`src/rtl/irqmod_pkg.sv`:
```
package irqmod_pkg;

    typedef enum logic [0:0] {
        ST_IDLE = 1'b0,
        ST_HOLD = 1'b1
    } mod_state_e;

    // control word bit positions
    localparam int CTL_CLR = 0;
    localparam int CTL_EN  = 1;
    localparam int CTL_EXT = 2;

    // timer index, also bit 1 of the register address
    localparam int TMR_BURST = 0;
    localparam int TMR_IDLE  = 1;

endpackage

```
`src/rtl/irqmod_cfg.sv`:
```
module irqmod_cfg
    import irqmod_pkg::*;
#(
    parameter int TW   = 16,
    parameter int NTMR = 2
) (
    input  logic                    clk,
    input  logic                    rst_n,
    input  logic                    wr_en_i,
    input  logic [$clog2(NTMR):0]   wr_addr_i,
    input  logic [TW-1:0]           wr_data_i,
    output logic [NTMR-1:0]         en_o,
    output logic [NTMR-1:0]         ext_o,
    output logic [NTMR-1:0]         clr_o,
    output logic [NTMR-1:0][TW-1:0] thr_o
);

    localparam int IW = $clog2(NTMR);

    for (genvar k = 0; k < NTMR; k++) begin : g_reg
        logic hit_ctl;
        logic hit_thr;

        assign hit_ctl = wr_en_i && (wr_addr_i[IW:1] == IW'(k)) && !wr_addr_i[0];
        assign hit_thr = wr_en_i && (wr_addr_i[IW:1] == IW'(k)) &&  wr_addr_i[0];
        assign clr_o[k] = hit_ctl && wr_data_i[CTL_CLR];

        always_ff @(posedge clk) begin
            if (!rst_n) begin
                en_o[k]  <= 1'b0;
                ext_o[k] <= 1'b0;
                thr_o[k] <= '0;
            end else begin
                if (hit_ctl) begin
                    if (wr_data_i[CTL_CLR]) begin
                        en_o[k]  <= 1'b0;
                        ext_o[k] <= 1'b0;
                    end else begin
                        en_o[k]  <= wr_data_i[CTL_EN];
                        ext_o[k] <= wr_data_i[CTL_EXT];
                    end
                end
                if (hit_thr) begin
                    thr_o[k] <= wr_data_i;
                end
            end
        end
    end

endmodule

```
`src/rtl/irqmod_counter.sv`:
```
module irqmod_counter #(
    parameter int TW = 16
) (
    input  logic          clk,
    input  logic          rst_n,
    input  logic          run_i,
    input  logic          en_i,
    input  logic          ext_i,
    input  logic          tick_i,
    input  logic [TW-1:0] thr_i,
    input  logic          restart_i,
    input  logic          zero_i,
    output logic          fire_o
);

    logic [TW-1:0] cnt_q;
    logic [TW:0]   cnt_inc;
    logic          step;
    logic          live;

    assign step    = ext_i ? tick_i : 1'b1;
    assign live    = run_i && en_i && (thr_i != '0) && step;
    assign cnt_inc = {1'b0, cnt_q} + 1'b1;
    assign fire_o  = live && !restart_i && (cnt_inc >= {1'b0, thr_i});

    always_ff @(posedge clk) begin
        if (!rst_n) begin
            cnt_q <= '0;
        end else if (zero_i || restart_i || !run_i) begin
            cnt_q <= '0;
        end else if (live) begin
            cnt_q <= cnt_inc[TW-1:0];
        end
    end

endmodule

```
`src/rtl/irqmod_unit.sv`:
```
module irqmod_unit
    import irqmod_pkg::*;
#(
    parameter int TW = 16
) (
    input  logic          clk,
    input  logic          rst_n,
    input  logic          cmpl_i,
    input  logic          tick_i,
    input  logic          wr_en_i,
    input  logic [1:0]    wr_addr_i,
    input  logic [TW-1:0] wr_data_i,
    output logic          done_o
);

    localparam int NTMR = 2;

    mod_state_e             state_q, state_d;
    logic                   emit;
    logic [NTMR-1:0]        en_w, ext_w, clr_w, fire_w;
    logic [NTMR-1:0][TW-1:0] thr_w;
    logic                   hold_w, active_w, fire_any_w, zero_w;

    irqmod_cfg #(.TW(TW), .NTMR(NTMR)) u_cfg (
        .clk       (clk),
        .rst_n     (rst_n),
        .wr_en_i   (wr_en_i),
        .wr_addr_i (wr_addr_i),
        .wr_data_i (wr_data_i),
        .en_o      (en_w),
        .ext_o     (ext_w),
        .clr_o     (clr_w),
        .thr_o     (thr_w)
    );

    assign hold_w     = (state_q == ST_HOLD);
    assign active_w   = |en_w;
    assign fire_any_w = |fire_w;
    assign zero_w     = hold_w && (!active_w || fire_any_w);

    for (genvar k = 0; k < NTMR; k++) begin : g_tmr
        irqmod_counter #(.TW(TW)) u_cnt (
            .clk       (clk),
            .rst_n     (rst_n),
            .run_i     (hold_w),
            .en_i      (en_w[k]),
            .ext_i     (ext_w[k]),
            .tick_i    (tick_i),
            .thr_i     (thr_w[k]),
            .restart_i ((k == TMR_IDLE) ? cmpl_i : 1'b0),
            .zero_i    (zero_w || clr_w[k]),
            .fire_o    (fire_w[k])
        );
    end

    // next state and release decision
    always_comb begin
        state_d = state_q;
        emit    = 1'b0;
        unique case (state_q)
            ST_IDLE: begin
                if (cmpl_i) begin
                    if (active_w) state_d = ST_HOLD;   // ARM
                    else          emit    = 1'b1;      // PASS
                end
            end
            ST_HOLD: begin
                if (!active_w) begin                   // FLUSH
                    emit    = 1'b1;
                    state_d = ST_IDLE;
                end else if (fire_any_w) begin         // FIRE
                    emit    = 1'b1;
                    state_d = ST_IDLE;
                end
            end
            default: state_d = ST_IDLE;
        endcase
    end

    always_ff @(posedge clk) begin
        if (!rst_n) state_q <= ST_IDLE;
        else        state_q <= state_d;
    end

    always_ff @(posedge clk) begin
        if (!rst_n) done_o <= 1'b0;
        else        done_o <= emit;
    end

endmodule

```
`config.mk`:
```
export PLATFORM = sky130hd
export DESIGN_NAME = irqmod_unit
export DESIGN_NICKNAME = d
export VERILOG_FILES = /design/src/rtl/irqmod_pkg.sv /design/src/rtl/irqmod_cfg.sv /design/src/rtl/irqmod_counter.sv /design/src/rtl/irqmod_unit.sv
export SDC_FILE = /design/constraint.sdc
export NUM_CORES = 1
export LEC_CHECK = 0
export BUFFER_PORTS_ARGS = -buffer_cell sky130_fd_sc_hd__buf_2
export CAP_MARGIN = 20
export CORE_ASPECT_RATIO = 2
export CORE_MARGIN = 2
export CORE_UTILIZATION = 44
export DETAILED_ROUTE_END_ITERATION = 8
export HOLD_SLACK_MARGIN = 0.1
export PLACE_DENSITY = 0.63
export SLEW_MARGIN = 15
export SYNTH_ARGS = -nofsm -noshare
export SYNTH_HDL_FRONTEND = slang
export SYNTH_SLANG_ARGS = --single-unit
export TNS_END_PERCENT = 5
```
`constraint.sdc`:
```
create_clock -name clk -period 4 [get_ports clk]
set_clock_uncertainty 0.2 [all_clocks]
set_input_delay 0.4 -clock clk [delete_from_list [all_inputs] [get_ports clk]]
set_output_delay 0.4 -clock clk [all_outputs]
set_load 0.005 [all_outputs]
```
; ---- After elaboration in Yosys (flattened, before gate mapping)
; Index checks and enable logic that the tools add are counted.
[totals]
reg_bits = 70
latch_bits = 0
ram_bits = 0
romBits = 0
input_bits = 23
elab_cells = 65
n_memories = 0
[op_classes]
n_addsub = 2
n_mul = 0
div = 0
n_lt_le_gt_ge = 2
n_eq_ne = 0
n_shift = 0
muxes = 14
bitwise = 3
reduce_logical = 34
[op_table]
columns = cell, count
row1 = $add 16x1->17 const B, 2
row2 = $ge 17x16->1, 2
row3 = $reduce_bool 16->1, 2
row4 = $logic_and 1x1->1, 18
row5 = $mux 1, 12
row6 = $reduce_or 2->1, 4
row7 = $logic_or 1x1->1, 6
row8 = $logic_not 1->1, 4
row9 = $pmux 1 s2, 2
row10 = $not 1->1, 3

; ---- Longest topological paths before layout
[depth]
word_depth = 12
ltp_mapped = 15

; ---- Cells and area by module
; From an unflattened synthesis, not the netlist that was laid out.
[hier_totals]
hier_cells = 506
hier_area_um2 = 4359.2
[by_module_without_submodules]
columns = module, n_inst, cells_each, area_per_inst_um2, seq_area_each_um2
row1 = irqmod_counter (g_tmr[0].u_cnt), 1, 177, 1456.4, 320.3
row2 = irqmod_cfg, 1, 142, 1401.3, 720.7
row3 = irqmod_counter (g_tmr[1].u_cnt), 1, 175, 1393.8, 320.3
row4 = irqmod_unit, 1, 12, 107.6, 40.0

; ---- Least setup slack after synthesis
; Ideal clock, no wire load.
[synth_path]
path_type = register to register
startpoint = reg g_tmr[0].u_cnt.cnt_q[0]
endpoint = reg g_tmr[0].u_cnt.cnt_q[3]
arrival_ps = 3059
required_time_ps = 3722
path_slack_ps = 663
path_stages_with_launch = 16
n_path_buf = 2
period_less_slack_ps = 3337
cell_sequence = dfxtp_1 ha_1 nand3_1 nor2_1 nand3_2 nor3_1 xor2_1 ha_1 a21oi_1 nor2b_1 nor4_1 o41ai_1 o31a_1 buf_2 buf_4 nor3_1
[synth_via]
elab_chain_cells = 9
[synth_rtl]
columns = item, line
row1 = "start, declared", irqmod_counter.sv:16  ; logic [TW-1:0] cnt_q;
row2 = "start signal, assigned", irqmod_counter.sv:32  ; cnt_q <= cnt_inc[TW-1:0];
row3 = $add 16x1->17, irqmod_counter.sv:23  ; assign cnt_inc = {1'b0, cnt_q} + 1'b1;
row4 = via g_tmr[0].u_cnt.cnt_inc[14], irqmod_counter.sv:17  ; logic [TW:0] cnt_inc;
row5 = $ge 17x16->1, irqmod_counter.sv:24  ; assign fire_o = live && !restart_i && (cnt_inc >= {1'b0, thr_i});
row6 = $logic_and 1x1->1, irqmod_counter.sv:24
row7 = $reduce_or 2->1, irqmod_unit.sv:38  ; assign fire_any_w = |fire_w;
row8 = $logic_or 1x1->1, irqmod_unit.sv:39  ; assign zero_w = hold_w && (!active_w || fire_any_w);
row9 = $logic_and 1x1->1, irqmod_unit.sv:39
row10 = $logic_or 1x1->1, irqmod_unit.sv:51  ; .zero_i (zero_w || clr_w[k]),
row11 = $logic_or 1x1->1, irqmod_counter.sv:29  ; end else if (zero_i || restart_i || !run_i) begin
row12 = $reduce_or 2->1 (no line), --
; The timed path passes the listed nets, and every way through them passes these cells.
; A chain may end at the register's enable or synchronous reset.

; ---- Worst setup path after layout
[layout_path]
startpoint = reg g_tmr[1].u_cnt.cnt_q[0]
endpoint = reg g_tmr[1].u_cnt.cnt_q[0]
[layout_via]
elab_chain_cells = 10
[layout_rtl]
columns = item, line
row1 = "start, declared", irqmod_counter.sv:16
row2 = "start signal, assigned", irqmod_counter.sv:32
row3 = $add 16x1->17, irqmod_counter.sv:23
row4 = via g_tmr[1].u_cnt.cnt_inc[12], irqmod_counter.sv:17
row5 = $ge 17x16->1, irqmod_counter.sv:24
row6 = $logic_and 1x1->1, irqmod_counter.sv:24
row7 = $reduce_or 2->1, irqmod_unit.sv:38
row8 = $logic_or 1x1->1, irqmod_unit.sv:39
row9 = $logic_and 1x1->1, irqmod_unit.sv:39
row10 = $logic_or 1x1->1, irqmod_unit.sv:51
row11 = $logic_or 1x1->1 (2 in a row), irqmod_counter.sv:29
row12 = $reduce_or 2->1 (no line), --
; The timed path passes the listed nets, and every way through them passes these cells.

==> qor.csv <==
stage,metric,value,unit
yosys,register area share after synthesis,0.326,
timing,final worst slack,0.267,ns
min_path,min-delay worst type,primary input to flop,
power,proportion of power drawn by combinational gates,0.057,
die,Die Span X,73.9,µm
yosys,XOR/XNOR Fraction of Synth Area,0.118,
clock_tree,TritonCTS clock tree,yes,
yosys,net count of the mapped netlist,576,
yosys,number of flops mapped to enable cells by yosys,0,
yosys,"Cell Area, Synth",4300,µm²
routing,drt first-iter violations,116,
power,Max IR drop VDD,0.328,mV
clock_tree,maximum root-to-sink buffer count,2,
clock_tree,Clock H-tree levels,3,
critical_path,setup slack on the worst flop-to-flop path,0.27,ns
power,cell-internal power,1.43,mW
timing,max frequency,268,MHz
timing,fin crit period,3.73,ns
critical_path,startpoint class of the critical path,flop,
power,net load switching power,383,µW
power,clock network fraction of design power,0.546,
power,sequential power share,0.397,
grt,initial antenna violation count,0,
critical_path,signal arrival time at the worst endpoint,3.79,ns
yosys,"area fraction in and, or, nand and nor cells after synthesis",0.281,
yosys,adder and majority gate portion of the synthesized area,0.0990,
place,worst setup slack after placement,0.307,ns
timing,Final Hold Violating Endpoints,0,
yosys,most common flop cell mapped by yosys,sky130_fd_sc_hd__dfxtp_1,
grt,All-Layer GR Usage,0.209,
critical_path,depth of the worst register-to-register path,14,
routing,DRC viols,0,
critical_path,endpoint of the lowest-slack register-to-register path,g_tmr[1].u_cnt.cnt_q[0]$_SDFFE_PP0P_,
cells_and_area,number of diodes,0,
critical_path,launch point of the worst reg-to-reg path,g_tmr[1].u_cnt.cnt_q[0]$_SDFFE_PP0P_,
clock_tree,number of sinks handled by clock tree synthesis,70,
routing,1st-pass router iterations,4,
grt,vias in the first global route,3640,
yosys,Seq cells post-synth,70,
routing,average wire length per cell after detail routing,15.0,µm
clock_tree,clock insertion delay at the later pin of the skew report,0.34,ns
yosys,Synth Area in Compound Gates,0.103,
grt,wire length of the first global-routing pass,16700,µm
critical_path,required time of the critical path,4.06,ns
die,Core Box Area,9640,µm²
yosys,average cell area after synthesis,8.28,µm²
routing,post-route antenna net violation count,0,
power,Pwr per Cell Area,371,nW/µm²
die,die area,10600,µm²
power,Leak Pwr,1.71,nW
clock_tree,clock transition at the registers of the reported paths,0.06,ns
timing,Post-Route Hold Slack,0.120,ns
timing,post-route clock period utilization,0.933,
cells_and_area,Post-Route Utilization,0.506,
critical_path,CP Class,flop to flop,
place,number of port buffers,23,
timing,relative slew slack,0.322,
routing,routed via count,3526,
yosys,dominant combinational cell family by area after synthesis,simple AND/OR/NAND/NOR gates,
critical_path,destination of the critical timing path,g_tmr[1].u_cnt.cnt_q[0]$_SDFFE_PP0P_,
critical_path,Critical Path Source,g_tmr[1].u_cnt.cnt_q[0]$_SDFFE_PP0P_,
power,sw frac,0.212,
yosys,mux contribution to synthesized area,0.0117,
grt,largest net degree at the start of global routing,39,
place,global placement routability congestion,0.879,
critical_path,highest fanout seen on the critical path,16,
routing,post-detailed-routing wire length,10100,µm
cells_and_area,Filler cells,928,
place,Detail Placement HPWL,7930,µm
yosys,synthesized instance count,519,
run_status,status,"finished, final reports clean",
routing,number of vias per cell,5.25,
grt,total gr overflow,0,
timing,Setup-failing EPs final,0,
cells_and_area,fraction of final layout cells sized beyond drive strength 1,0.135,
timing,"Slew Viols, Final",0,
yosys,number of warning messages in the yosys log,0,
cells_and_area,area added between synthesis and finish,13.5,%
flow_run,Max Cap Viol,0,
die,number of standard-cell rows in the floorplan,51,
cells_and_area,Final Net Count,592,
yosys,share of flip-flops with an asynchronous set or reset,0,
die,boundary pin count,24,
timing,Final TNS setup,0,ns
die,Initial Util,0.446,
timing,RSZ-0062 raised after global routing,false,
critical_path,Critical Path End Type,flop,
die,chip height,144,µm
clock_tree,cts bufs inserted,9,
timing,worst-margin pin slew,1.01,ns
clock_tree,root buf cell,sky130_fd_sc_hd__clkbuf_16,
yosys,post-synthesis cell type count,43,
power,post-layout power,1.81,mW
[power groups by stage]
stage               sequential (mW)  clock, mW  combinational, mW
global route                  0.721       1.03              0.114
finish                        0.719      0.988              0.102
floorplan                     0.731          0             0.0628
CTS                           0.719       1.02              0.103
detailed placement            0.735          0              0.102
global placement              0.734          0              0.100
[cell usage in the layout (no fill, tap or decap), types with 2 or more instances in the layout]
master | Yosys | layout
sky130_fd_sc_hd__or2_2 | 3 | 3
sky130_fd_sc_hd__or4b_1 | 2 | 2
sky130_fd_sc_hd__nand3_2 | 1 | 2
sky130_fd_sc_hd__bufinv_16 | 0 | 4
sky130_fd_sc_hd__and3_1 | 6 | 6
sky130_fd_sc_hd__nand4_1 | 10 | 10
sky130_fd_sc_hd__o211ai_1 | 2 | 2
sky130_fd_sc_hd__ha_1 | 34 | 34
sky130_fd_sc_hd__and4_1 | 6 | 6
sky130_fd_sc_hd__xnor2_1 | 40 | 40
sky130_fd_sc_hd__dfxtp_1 | 70 | 70
sky130_fd_sc_hd__nor2b_1 | 10 | 10
sky130_fd_sc_hd__nor3_1 | 22 | 22
sky130_fd_sc_hd__a21boi_0 | 32 | 32
sky130_fd_sc_hd__mux2i_1 | 5 | 5
sky130_fd_sc_hd__nor3_2 | 20 | 20
sky130_fd_sc_hd__a21oi_1 | 12 | 12
sky130_fd_sc_hd__buf_2 | 1 | 23
sky130_fd_sc_hd__a21o_1 | 2 | 2
sky130_fd_sc_hd__a311oi_1 | 2 | 2
sky130_fd_sc_hd__o21ai_0 | 3 | 3
sky130_fd_sc_hd__clkbuf_16 | 0 | 9
sky130_fd_sc_hd__nor4_1 | 12 | 12
sky130_fd_sc_hd__nor2_1 | 28 | 28
sky130_fd_sc_hd__nand3_1 | 19 | 18
sky130_fd_sc_hd__xor2_1 | 18 | 18
sky130_fd_sc_hd__inv_1 | 34 | 34
sky130_fd_sc_hd__nand2_1 | 88 | 88
sky130_fd_sc_hd__buf_4 | 5 | 5
[per-layer routing]
| layer | GRT usage | vias up | routed length [µm] |
|---|---|---|---|
| met5 | 0 | - | 0 |
| met2 | 0.391 | 47 | 5680 |
| met4 | 0.125 | 0 | 504 |
| li1 | - | 1802 | - |
| met3 | 0.0449 | 29 | 213 |
| met1 | 0.196 | 1648 | 3680 |
[what timing repair did]
| action | in CTS | in global routing |
|---|---|---|
| gates resized for setup | 0 | 1 |
| setup buffers | 0 | 0 |
| setup endpoints to repair | 0 | 1 |
| endpoints found under the hold margin | 0 | 0 |
| hold buffers | 0 | 0 |
[Yosys cell counts (all sizes together) (2+ instances only)]
cell     n  area [µm²]
o211ai   2        15.0
a21oi   12        60.1
nand3   20         105
or4b     2        20.0
nor3    42         310
a311oi   2        17.5
a21boi  32         240
ha      34         425
o21ai    3        15.0
buf      9        76.3
clkbuf  15        56.3
nor2    28         105
a21o     2        15.0
or2      3        18.8
nand4   10        62.6
nand2   88         330
nor4    12        75.1
mux2i    5        50.1
xnor2   40         350
xor2    18         158
and3     6        37.5
and4     6        52.6
dfxtp   70        1400
nor2b   10        62.6
inv     34         128
[worst max-delay path, cell delays in order (launching register included)]
cell                       delay (ns)
sky130_fd_sc_hd__dfxtp_1         0.40
sky130_fd_sc_hd__ha_1            0.25
sky130_fd_sc_hd__and3_1          0.23
sky130_fd_sc_hd__and2_1          0.19
sky130_fd_sc_hd__nand2_1         0.09
sky130_fd_sc_hd__nor2_1          0.13
sky130_fd_sc_hd__xor2_1          0.18
sky130_fd_sc_hd__ha_1            0.28
sky130_fd_sc_hd__a21oi_1         0.14
sky130_fd_sc_hd__o21ai_0         0.14
sky130_fd_sc_hd__a221oi_1        0.30
sky130_fd_sc_hd__a311oi_1        0.16
sky130_fd_sc_hd__or4b_1          0.55
sky130_fd_sc_hd__buf_4           0.23
sky130_fd_sc_hd__nor3_1          0.18
[stage by stage]
| stage | cells | instance area, µm² |
|---|---|---|
| floorplan | 519 | 4300 |
| global placement | 656 | 4500 |
| detailed placement | 656 | 4500 |
| CTS | 672 | 4870 |
| global route | 672 | 4880 |
| finish | 672 | 4880 |
[final cells by class]
class	instances	area, µm²	area share
Sequential cell	70	1400	0.287
Timing Repair Buffer	29	173	0.0354
Clock inverter	7	145	0.0298
Tap cell	132	165	0.0339
Inverter	34	128	0.0262
Multi-Input combinational cell	391	2640	0.541
Clock buffer	9	225	0.0462
[how the worst min path moves through the flow]
stage / from / to / slack [ns] / depth (start not counted)
after global routing: wr_data_i[13] / u_cfg.thr_o[13]$_SDFFE_PN0P_ / 0.13 / 3
after CTS: wr_data_i[13] / u_cfg.thr_o[13]$_SDFFE_PN0P_ / 0.11 / 3
after global placement: u_cfg.thr_o[8]$_SDFFE_PN0P_ / u_cfg.thr_o[8]$_SDFFE_PN0P_ / 0.27 / 2
after floorplan: u_cfg.thr_o[31]$_SDFFE_PN0P_ / u_cfg.thr_o[31]$_SDFFE_PN0P_ / 0.26 / 2
after detailed placement: u_cfg.thr_o[15]$_SDFFE_PN0P_ / u_cfg.thr_o[15]$_SDFFE_PN0P_ / 0.28 / 2
final: wr_data_i[13] / u_cfg.thr_o[13]$_SDFFE_PN0P_ / 0.12 / 3
[logic make-up (layout without fill, tap and decap cells)]
kind of cell | count (synthesis) | count (layout)
adders and majority gates | 34 | 34
xor gates and xnor gates | 58 | 58
buffers and inverters | 58 | 79
and+or+nand+nor | 231 | 231
AOI/OAI and AO/OA | 63 | 63
DFF | 70 | 70
muxes | 5 | 5
[sequential cells by signal, summed over array words and instances, names as in the netlist]
name               flops
g_tmr.u_cnt.cnt_q     32
u_cfg.thr_o           32
u_cfg.en_o             2
u_cfg.ext_o            2
done_o                 1
hold_w                 1
Power figures use the tool's default switching activity.
